<file path="src/rtl/dxw_pkg.sv">
package dxw_pkg;
  parameter int DATA_W = 32;
  parameter int ADDR_W = 12;
  parameter int CTRL_W = 2;

  localparam logic [ADDR_W-1:0] OFS_LOAD  = 12'h000;
  localparam logic [ADDR_W-1:0] OFS_VALUE = 12'h004;
  localparam logic [ADDR_W-1:0] OFS_CTRL  = 12'h008;
  localparam logic [ADDR_W-1:0] OFS_CLR   = 12'h00C;
  localparam logic [ADDR_W-1:0] OFS_RAW   = 12'h010;
  localparam logic [ADDR_W-1:0] OFS_MASK  = 12'h014;
  localparam logic [ADDR_W-1:0] OFS_LOCK  = 12'hC00;

  localparam logic [DATA_W-1:0] UNLOCK_KEY = 32'h1ACC_E551;
  localparam logic [DATA_W-1:0] LOAD_RST   = '1;

  // Strobes handed from control to datapath each cycle
  typedef struct packed {
    logic              loadWr;
    logic              clrWr;
    logic              tickGo;
    logic              rstEn;
    logic [DATA_W-1:0] wdata;
  } dxw_strobe_t;
endpackage

</file>
<file path="src/rtl/dxw_ctrl.sv">
module dxw_ctrl
  import dxw_pkg::*;
(
  input  logic              clk,
  input  logic              rst,
  input  logic              tickEn,
  input  logic              busSel,
  input  logic              busWr,
  input  logic [ADDR_W-1:0] busAddr,
  input  logic [DATA_W-1:0] busWdata,
  input  logic [DATA_W-1:0] loadVal,
  input  logic [DATA_W-1:0] cntVal,
  input  logic              rawIrq,
  output dxw_strobe_t       strobe,
  output logic              irqOut,
  output logic [DATA_W-1:0] busRdata
);
  logic              lockedQ;
  logic [CTRL_W-1:0] ctrlQ;
  logic              anyWr, wrOk, lockHit;

  assign anyWr   = busSel && busWr;
  assign lockHit = anyWr && (busAddr == OFS_LOCK);
  assign wrOk    = anyWr && !lockedQ;

  always_ff @(posedge clk) begin
    if (rst) begin
      lockedQ <= 1'b0;
      ctrlQ   <= '0;
    end else begin
      if (lockHit) lockedQ <= (busWdata != UNLOCK_KEY);
      if (wrOk && busAddr == OFS_CTRL) ctrlQ <= busWdata[CTRL_W-1:0];
    end
  end

  always_comb begin
    strobe.loadWr = wrOk && (busAddr == OFS_LOAD);
    strobe.clrWr  = wrOk && (busAddr == OFS_CLR);
    strobe.tickGo = tickEn && ctrlQ[0];
    strobe.rstEn  = ctrlQ[1];
    strobe.wdata  = busWdata;
  end

  assign irqOut = rawIrq && ctrlQ[0];

  always_comb begin
    busRdata = '0;
    if (busSel) begin
      case (busAddr)
        OFS_LOAD:  busRdata = loadVal;
        OFS_VALUE: busRdata = cntVal;
        OFS_CTRL:  busRdata = DATA_W'(ctrlQ);
        OFS_RAW:   busRdata = DATA_W'(rawIrq);
        OFS_MASK:  busRdata = DATA_W'(irqOut);
        OFS_LOCK:  busRdata = DATA_W'(lockedQ);
        default:   busRdata = '0;
      endcase
    end
  end

  // a locked block keeps its control setting
  p_locked_ctrl_r9: assert property (@(posedge clk) disable iff (rst)
    (lockedQ && anyWr && busAddr == OFS_CTRL) |=> $stable(ctrlQ));
  // key write leaves the block unlocked
  p_key_unlocks_r9: assert property (@(posedge clk) disable iff (rst)
    (lockHit && busWdata == UNLOCK_KEY) |=> !lockedQ);
endmodule

</file>
<file path="src/rtl/dxw_datapath.sv">
module dxw_datapath
  import dxw_pkg::*;
(
  input  logic              clk,
  input  logic              rst,
  input  dxw_strobe_t       strobe,
  output logic [DATA_W-1:0] loadVal,
  output logic [DATA_W-1:0] cntVal,
  output logic              rawIrq,
  output logic              resetOut
);
  logic [DATA_W-1:0] loadQ, cntQ;
  logic              rawQ, rstQ, atZero;

  assign atZero = (cntQ == '0);

  always_ff @(posedge clk) begin
    if (rst) begin
      loadQ <= LOAD_RST;
      cntQ  <= LOAD_RST;
      rawQ  <= 1'b0;
      rstQ  <= 1'b0;
    end else if (strobe.loadWr) begin
      loadQ <= strobe.wdata;
      cntQ  <= strobe.wdata;
    end else if (strobe.clrWr) begin
      rawQ <= 1'b0;
      cntQ <= loadQ;
    end else if (strobe.tickGo) begin
      if (atZero) begin
        cntQ <= loadQ;
        rawQ <= 1'b1;
        if (rawQ && strobe.rstEn) rstQ <= 1'b1;
      end else begin
        cntQ <= cntQ - 1'b1;
      end
    end
  end

  assign loadVal  = loadQ;
  assign cntVal   = cntQ;
  assign rawIrq   = rawQ;
  assign resetOut = rstQ;

  p_decrement_r3: assert property (@(posedge clk) disable iff (rst)
    (strobe.tickGo && !atZero && !strobe.loadWr && !strobe.clrWr)
      |=> cntQ == $past(cntQ) - 1'b1);
  p_expiry_sets_raw_r4: assert property (@(posedge clk) disable iff (rst)
    (strobe.tickGo && atZero && !strobe.loadWr && !strobe.clrWr) |=> rawQ);
  p_reset_needs_pending_r5: assert property (@(posedge clk) disable iff (rst)
    $rose(rstQ) |-> ($past(rawQ) && $past(strobe.rstEn)));
  p_reset_sticky_r5: assert property (@(posedge clk) disable iff (rst)
    rstQ |=> rstQ);
  p_load_reload_r6: assert property (@(posedge clk) disable iff (rst)
    strobe.loadWr |=> (cntQ == $past(strobe.wdata) && loadQ == $past(strobe.wdata)));
  p_clear_drops_raw_r7: assert property (@(posedge clk) disable iff (rst)
    (strobe.clrWr && !strobe.loadWr) |=> !rawQ);
  p_service_beats_expiry_r10: assert property (@(posedge clk) disable iff (rst)
    (strobe.loadWr || strobe.clrWr) |=> !$rose(rstQ));
endmodule

</file>
<file path="src/rtl/dual_expiry_watchdog.sv">
module dual_expiry_watchdog
  import dxw_pkg::*;
(
  input  logic              clk,
  input  logic              rst,
  input  logic              tickEn,
  input  logic              busSel,
  input  logic              busWr,
  input  logic [ADDR_W-1:0] busAddr,
  input  logic [DATA_W-1:0] busWdata,
  output logic [DATA_W-1:0] busRdata,
  output logic              irqOut,
  output logic              resetOut
);
  dxw_strobe_t       strobe;
  logic [DATA_W-1:0] loadVal, cntVal;
  logic              rawIrq;

  dxw_ctrl i_ctrl (
    .clk(clk), .rst(rst), .tickEn(tickEn), .busSel(busSel), .busWr(busWr),
    .busAddr(busAddr), .busWdata(busWdata), .loadVal(loadVal), .cntVal(cntVal),
    .rawIrq(rawIrq), .strobe(strobe), .irqOut(irqOut), .busRdata(busRdata)
  );

  dxw_datapath i_dp (
    .clk(clk), .rst(rst), .strobe(strobe), .loadVal(loadVal), .cntVal(cntVal),
    .rawIrq(rawIrq), .resetOut(resetOut)
  );
endmodule

</file>
<file path="config.mk">
export PLATFORM = sky130hd
export DESIGN_NAME = dual_expiry_watchdog
export DESIGN_NICKNAME = d
export VERILOG_FILES = /design/src/rtl/dxw_pkg.sv /design/src/rtl/dxw_ctrl.sv /design/src/rtl/dxw_datapath.sv /design/src/rtl/dual_expiry_watchdog.sv
export SDC_FILE = /design/constraint.sdc
export NUM_CORES = 1
export LEC_CHECK = 0
export BUFFER_PORTS_ARGS = -buffer_cell sky130_fd_sc_hd__buf_2
export CAP_MARGIN = 40
export CORE_UTILIZATION = 56
export DETAILED_ROUTE_END_ITERATION = 10
export PLACE_DENSITY_LB_ADDON = 0.25
export SETUP_SLACK_MARGIN = 0.5
export SLEW_MARGIN = 20
export SYNTH_ARGS = -nofsm -noshare
export SYNTH_HDL_FRONTEND = slang
export SYNTH_SLANG_ARGS = --single-unit
</file>
<file path="constraint.sdc">
create_clock -name clk -period 3.5 [get_ports clk]
set_input_delay 0.175 -clock clk [delete_from_list [all_inputs] [get_ports clk]]
set_output_delay 0.175 -clock clk [all_outputs]
set_load 0.01 [all_outputs]
</file>
Word-level counts from Yosys, hierarchy flattened
Cells that the tools add are included.
Widths: inputs -> output; s select.
Word-level totals
  flip-flop bits (word level): 69
  bits of input ports: 49
  output and inout port bits: 34
Cells by class
  add/sub/neg operators: 1
  equality and inequality tests: 7
  multiplexer cells: 9
  bitwise logic cells: 2
  reductions and logical operators: 17
Operators with widths (number)
  $pmux 32 s6: 1
  $mux 32: 5
  $logic_not 32->1: 1
  $ne 32x29->1 const B: 1
  $sub 32x1->32 const B: 1
  $eq 12x4->1 const B: 2
  $eq 12x5->1 const B: 2
  $eq 12x12->1 const B: 1
  $eq 12x3->1 const B: 1
  $logic_not 12->1: 1
  $logic_and 1x1->1: 9
  $reduce_and 5->1: 1
  $reduce_bool 2->1: 2
  $mux 1: 3
  $reduce_and 3->1: 1
  $reduce_bool 3->1: 1
  $not 1->1: 2
  $logic_not 1->1: 1

Depth between registers and ports, before layout
Gate-level depths: netlist of run 1.
  depth after elaboration: 5
  mapped depth: 9

Cells and area by module
A second synthesis of run 1 with hierarchy kept.
Second synthesis, totals
  cell total of the unflattened synthesis: 627
  area, all modules: 4789.6 sq um
Modules (own cells, without submodules)
  dxw_datapath: times used 1, cells each 473, area each 3616.0 sq um
  dxw_ctrl: times used 1, cells each 154, area each 1173.6 sq um

Worst setup path after synthesis of run 1
Ideal clock, no wire load.
  path kind: flip-flop to flip-flop
  start point: register i_dp.cntQ[7], in the netlist i_dp.cntVal[7]
  end point: register i_dp.cntQ[23], in the netlist i_dp.cntVal[23]
  arrival time: 2.557 ns
  setup slack: 0.821 ns
  stages on the path, launching flop included: 9
  path buffers: 2
  period minus slack after synthesis: 2.679 ns
  path through: dfxtp_1 or4_1 or4_1 buf_2 or4_4 buf_6 nand3_2 o211ai_1 a221o_1
On the way
  longest elaborated chain between the ends: 5
Ends and longest elaborated chain
  start, declared: line dxw_datapath.sv:12  | logic [DATA_W-1:0] loadQ, cntQ;
  start signal, assigned: line dxw_datapath.sv:25  | cntQ <= strobe.wdata;
  start signal, assigned: line dxw_datapath.sv:28  | cntQ <= loadQ;
  start signal, assigned: line dxw_datapath.sv:31  | cntQ <= loadQ;
  $sub 32x1->32 / $logic_not 32->1 (equally long branches): line dxw_datapath.sv:35, dxw_datapath.sv:15
  $mux 32 *: line dxw_datapath.sv:30  | if (atZero) begin
  $mux 32 *: line dxw_datapath.sv:29  | end else if (strobe.tickGo) begin
  $mux 32 *: line dxw_datapath.sv:26  | end else if (strobe.clrWr) begin
  $mux 32 *: line dxw_datapath.sv:23  | end else if (strobe.loadWr) begin
Mark *: on every way between the ends. The rest lies on a longest branch, timed or not. The select of a mux whose other input is x is not followed.
A chain may end at the register's enable or synchronous reset.

Final worst setup path of run 1
  start point: register i_dp.cntQ[7], in the netlist i_dp.cntVal[7]
  end point: register i_dp.cntQ[17], in the netlist i_dp.cntVal[17]
The elaborated chain is that of the path after synthesis.

==> results of run 1 <==
==> sequential cells by signal (all words and copies together) (netlist names) <==
register        flops
i_dp.cntVal        32
i_dp.loadVal       32
i_ctrl.ctrlQ        2
i_ctrl.lockedQ      1
i_dp.rawIrq         1
i_dp.resetOut       1
==> routing by layer <==
layer	vias to the layer above	part of all wire	routed length, um	global-route usage
met5	-	0	0	0
met1	2439	0.38	6205	0.4981
met3	63	0.12	1891	0.09007
met2	395	0.46	7429	0.6578
li1	2399	-	-	-
met4	0	0.041	665	0.2030
==> layout make-up <==
class	instances	area [um2]	area share
Clock buffer	10	127.6	0.02488
Clock inverter	5	52.55	0.01024
Inverter	13	48.80	0.009512
Multi-Input combinational cell	476	2805	0.5468
Sequential cell	69	1381	0.2693
Tap cell	99	123.9	0.02415
Timing Repair Buffer	106	590.6	0.1151
==> final timing paths <==
kind | slack, ns | endpoint | depth (start not counted) | from
max reg2reg | 0.59 | i_dp.cntVal[17] | 6 | i_dp.cntVal[7]
max | 0.59 | i_dp.cntVal[17] | 6 | i_dp.cntVal[7]
min | 0.06 | i_dp.loadVal[12] | 3 | busWdata[12]
min reg2reg | 0.46 | i_dp.loadVal[5] | 2 | i_dp.loadVal[5]
==> metrics by stage <==
step / setup slack [ns] / utilization / hold slack (ns) / std cells / total power, mW
2_1_floorplan: 0.8208 / - / 0.2926 / 599 / 0.8557
3_3_place_gp: 0.5043 / 0.6661 / 0.4123 / 763 / 0.9040
3_5_place_dp: 0.4457 / 0.6661 / 0.4257 / 763 / 0.9059
4_1_cts: 0.5384 / 0.6909 / 0.06739 / 778 / 1.532
5_1_grt: 0.5277 / 0.6925 / 0.06308 / 778 / 1.579
6_report: 0.5930 / 0.6925 / 0.06175 / 778 / 1.538
==> cells by family after synthesis <==
group / Yosys count / synth area share
AOI/OAI and AO/OA: 181 / 0.2851
xor gates and xnor gates: 6 / 0.01204
adders and majority gates: 2 / 0.005730
buffers and inverters: 54 / 0.05014
DFF: 69 / 0.3163
muxes: 6 / 0.01375
and+or+nand+nor: 281 / 0.3169
==> layout by cell type (no fill, tap or decap), types with 16 or more instances in the layout <==
cell and n:
buf_2 82, nand3_1 17, dfxtp_1 69, nor3_1 25, nor2_1 64, nand2_1 88
buf_4 24, a21oi_1 39, nor4_1 19, o211ai_1 16, o21ai_0 18, a22oi_1 36
==> power by group through the flow <==
stage | clock network (mW) | logic, mW | registers, mW
6_report | 0.646 | 0.0995 | 0.792
5_1_grt | 0.679 | 0.107 | 0.792
4_1_cts | 0.644 | 0.0966 | 0.792
3_5_place_dp | 0 | 0.0960 | 0.810
3_3_place_gp | 0 | 0.0941 | 0.810
2_1_floorplan | 0 | 0.0468 | 0.809
==> worst max-delay path, cell delays in order (launching register included) <==
cell and delay (ns):
dfxtp_1 0.36, or4_1 0.59, or4_4 0.50, or4_4 0.62, nand2_2 0.25, o21ai_1 0.11
a221o_1 0.36
==> summary.txt, run 1 <==
final setup fails - 0
Die ar. - 8155 um2
Vias - 5,296
post-synthesis sequential area ratio - 0.3163
Critical Path End Type - flop
DRT Pass-1 Iters - 6
remaining routing DRC violations - 0
gr usage total - 0.4025
Clk Latency, worst-skew pair - 0.36 ns
initial antenna violation count - 0
area leader, netlist - dfxtp_1
Cells after Synth - 599
number of global-route vias before repair - 5,085
die span in x - 90.31 um
area of the mapped netlist - 4367 um2
outcome - complete, no violations
relative slew slack - 0.4112
first-pass GRT wire length - 25.64 mm
worst min path class - in2reg
synth cell count leaders - 89 x nand2_1, 69 x dfxtp_1, 66 x nor2_1
worst vdd ir - 0.0002997 V
minimum clock period - 2.907 ns
FILL cells - 666
CTS tree - done
Synth async-reset ratio - 0
top post-synthesis cells by area - dfxtp_1 32%, nand2_1 7.7%, a22oi_1 6.2%
# port buffers - 82
Synth top area share - 0.3163
final hold vios - 0
# H-tree levels - 3
Vias/cell - 6.807
yosys warns - 0
cts hold-fix bufs - 0
Post-CTS Setup Inserts - 0
Comb power frac - 0.065
Int Pwr - 1.149 mW
total clock sinks - 69
post-synth net total - 650
syn_area_per_cell - 7.290 um2
Slew Limit Fails - 0
Rows - 31
Max Cap Viol - 0
drt initial violations - 487
Post-CTS Resized - 2
final worst-path cycle share - 0.8306
Switch Pwr - 0.3886 mW
Final Cell Area - 5130 um2
Worst Tran Pin Value - 0.8800 ns
clock power share - 0.420
root buffer cell - clkbuf_8
sw frac - 0.2527
sequential power share - 0.515
top-count cell post-synth - nand2_1
Clock Pin Slew Worst Setup and Hold Paths - 0.08 ns
layout net count - 726
CP max FO - 13
gr ovfl total - 0
DR WL/cell - 20.81 um
Crit path required time - 3.74 ns
DP Wirelength - 11.68 mm
Final TNS setup - 0 ns
Final ANT Viol Nets - 0
Pleak - 2.059 nW
Worst EP arrival - 3.15 ns
Inserted Diodes - 0
core area - 7408 um2
Routed WL - 16.19 mm
Initial Util - 0.5894
Post-synth EDFFs - 0
clock buffer count from CTS - 9
I/O pin cnt - 83
largest net degree at the start of global routing - 41
crit start category - flop
Yosys reg bits - 69
Layout area overhead - 17.48%
Yosys cell types - 63
ys flop type - dfxtp_1
RePlAce Congestion - 0.9390
clk_skew - 0.01221 ns
Power per Cell Area - 299.8 nW/um2
crit path kind - reg2reg
Max Root-Sink Buffers - 2
Chip Height - 90.31 um
proportion of layout cells with a drive suffix above 1 - 0.2062
DP Area - 4935 um2
setup repair after global routing missed its margin - no
fmax - 344.0 MHz
(Power assumes the default switching activity.)
==> run 2, diff against run 1 <==
--- a/config.mk
+++ b/config.mk
@@ -7,7 +7,7 @@
 export LEC_CHECK = 0
 export BUFFER_PORTS_ARGS = -buffer_cell sky130_fd_sc_hd__buf_2
 export CAP_MARGIN = 40
-export CORE_UTILIZATION = 56
+export CORE_UTILIZATION = 51
 export DETAILED_ROUTE_END_ITERATION = 10
 export PLACE_DENSITY_LB_ADDON = 0.25
 export SETUP_SLACK_MARGIN = 0.5
==> constraint.sdc (replaced) <==
create_clock -name clk -period 2.5 [get_ports clk]
set_input_delay 0.125 -clock clk [delete_from_list [all_inputs] [get_ports clk]]
set_output_delay 0.125 -clock clk [all_outputs]
set_load 0.01 [all_outputs]
==> run 2 against run 1 <==
  * The run now ends with negative hold slack, negative setup slack left
  * Non-clock buffer count rose by 112
  * Clock power rose by 97%
  * Wire length rose by 34%
  * Worst hold slack got worse by 0.062 ns
  * First-iteration DRC count rose by 51%
  * Utilization rose by 19 points
  * Register-to-register slack got worse by 0.73 ns
  * Worst setup slack got worse by 0.73 ns
  * Design area rose by 42%
  * Clock-buffer cell count did not move
  * Critical path type unchanged
  * Highest routed layer unchanged
==> summary.txt, run 2 (same netlist as run 1, synthesis figures left out) <==
worst path cell trace - or4_4 -> or4_4 -> or4_4 -> buf_8 -> nand3_2 -> o211ai_1 -> a221o_1
Switch Pwr - 0.6034 mW
Crit path required time - 2.74 ns
Max Root-Sink Buffers - 2
# H-tree levels - 3
worst setup margin - -0.1349 ns
root buffer cell - clkbuf_8
Routed WL - 21.67 mm
clock power share - 0.495
met3 Use GR - 0.07729
critical path depth - 7
most frequent cells in the layout - 91 x buf_4, 83 x nand2_1, 67 x dfxtp_1
die span in x - 94.53 um
Vias - 6,205
Clock Pin Slew Worst Setup and Hold Paths - 0.08 ns
CP max FO - 7
Layout area overhead - 66.65%
drt initial violations - 736
Rows - 33
Clk Latency, worst-skew pair - 0.35 ns
worst vdd ir - 0.0002658 V
Initial Util - 0.5288
CTS tree - done
Placed Instances - 842
gr usage total - 0.4558
Largest delay share family, worst path - simple AND/OR/NAND/NOR gates
final setup fails - 29
M2 GR Usage - 0.7132
clk_skew - 0.01072 ns
largest net degree at the start of global routing - 40
remaining routing DRC violations - 0
outcome - complete, but fails checks
relative slew slack - 0.3914
layout net count - 838
met1 usage - 0.5918
final worst-path cycle share - 1.054
initial antenna violation count - 0
Max Cap Viol - 0
Worst path most repeated cell - or4_4
Final ANT Viol Nets - 0
Die ar. - 8936 um2
Final TNS setup - -1.911 ns
I/O pin cnt - 83
DRT Pass-1 Iters - 6
DR WL/cell - 24.16 um
RePlAce Congestion - 0.9363
GRT busiest layer - met2
# port buffers - 82
fmax - 379.5 MHz
Slowest cell on crit path - or4_4
total clock sinks - 69
proportion of layout cells with a drive suffix above 1 - 0.4722
first-pass GRT wire length - 30.30 mm
Worst Tran Pin Value - 0.9130 ns
final hold vios - 1
slowest cell delay on critical path - 0.55 ns
sequential power share - 0.431
most common cell after layout, fill and taps aside - buf_4
Vias/cell - 6.918
crit start category - flop
Slew Limit Fails - 0
setup repair after global routing missed its margin - yes
hold depth - 3
Critical Path End Type - flop
DP Wirelength - 13.39 mm
crit path kind - reg2reg
Worst EP arrival - 2.87 ns
gr ovfl total - 0
Buffers & Inverters on Critical Path - 1
minimum clock period - 2.635 ns
Chip Height - 94.53 um
Int Pwr - 1.970 mW
clock buffer count from CTS - 9
number of global-route vias before repair - 5,541
sw frac - 0.2345
Final Hold Slack - -0.0005388 ns
Pleak - 2.893 nW
failing checks - negative hold slack, negative setup slack
post-route insts no fill - 897
Inserted Diodes - 0
R2R cell count - 7
core area - 8258 um2
Power per Cell Area - 353.6 nW/um2
Comb power frac - 0.075
worst min path class - in2reg
[run 2: changes by cell type in the layout (fill, tap and decap cells not counted), sizes merged]
cell | previous run | this run
clkinv | 3 | 2
clkbuf | 10 | 13
bufinv | 1 | 4
buf | 106 | 215
clkinvlp | 1 | 0
[run 2: repair_timing]
action,4_1_cts,5_1_grt
setup endpoints to repair,66,79
gates cloned,6,3
resized for setup,83,94
pin swaps,21,46
buffers inserted,17,12
hold buffers,0,0
[run 2: per-layer routing]
layer	up-vias	wire length (um)
met1	2879	7772
met2	546	9717
met3	139	2721
met4	0	1461
li1	2641	-
met5	-	0
[run 2: final cells by class]
type / count / area (um2)
well taps: 105 / 131.4
fillers: 425 / 980.9
inverters: 13 / 48.80
clock buffers: 10 / 137.6
repair buffers: 218 / 1973
clock inverters: 6 / 133.9
multi-input cells: 476 / 3468
flip-flops and latches: 69 / 1384
[run 2: stage by stage]
step                cell area (um2)  setup WS (ns)  utilization  power, mW  hold WS [ns]
floorplan                      4572        -0.1079            -      1.200        0.2426
global placement               5746        -0.1663       0.6958      1.283        0.3676
detailed placement             5746        -0.1722       0.6958      1.288        0.3685
CTS                            6665       -0.07937       0.8071      2.532      0.006297
global route                   7277        -0.1982       0.8812      2.613      0.009513
finish                         7277        -0.1349       0.8812      2.573    -0.0005388
[run 2: final timing paths]
kind                         start               end  slack (ns)
setup / recovery    i_dp.cntVal[7]   i_dp.cntVal[23]       -0.13
hold / removal        busWdata[22]  i_dp.loadVal[22]     -0.0005
setup reg to reg    i_dp.cntVal[7]   i_dp.cntVal[23]       -0.13
hold reg to reg   i_dp.loadVal[13]  i_dp.loadVal[13]        0.47
[run 2: power groups by stage]
stage / clock network, mW / logic [mW] / registers, mW
after CTS: 1.26 / 0.163 / 1.11
after global placement: 0 / 0.151 / 1.13
after floorplan: 0 / 0.0675 / 1.13
final: 1.27 / 0.192 / 1.11
after detailed placement: 0 / 0.155 / 1.13
after global routing: 1.31 / 0.199 / 1.11
[run 2: tightest hold or removal path: cells and delay by family]
kind	cells	cell delay [ns]
simple gates	1	0.05
buf+inv	1	0.09
compound gates	1	0.05
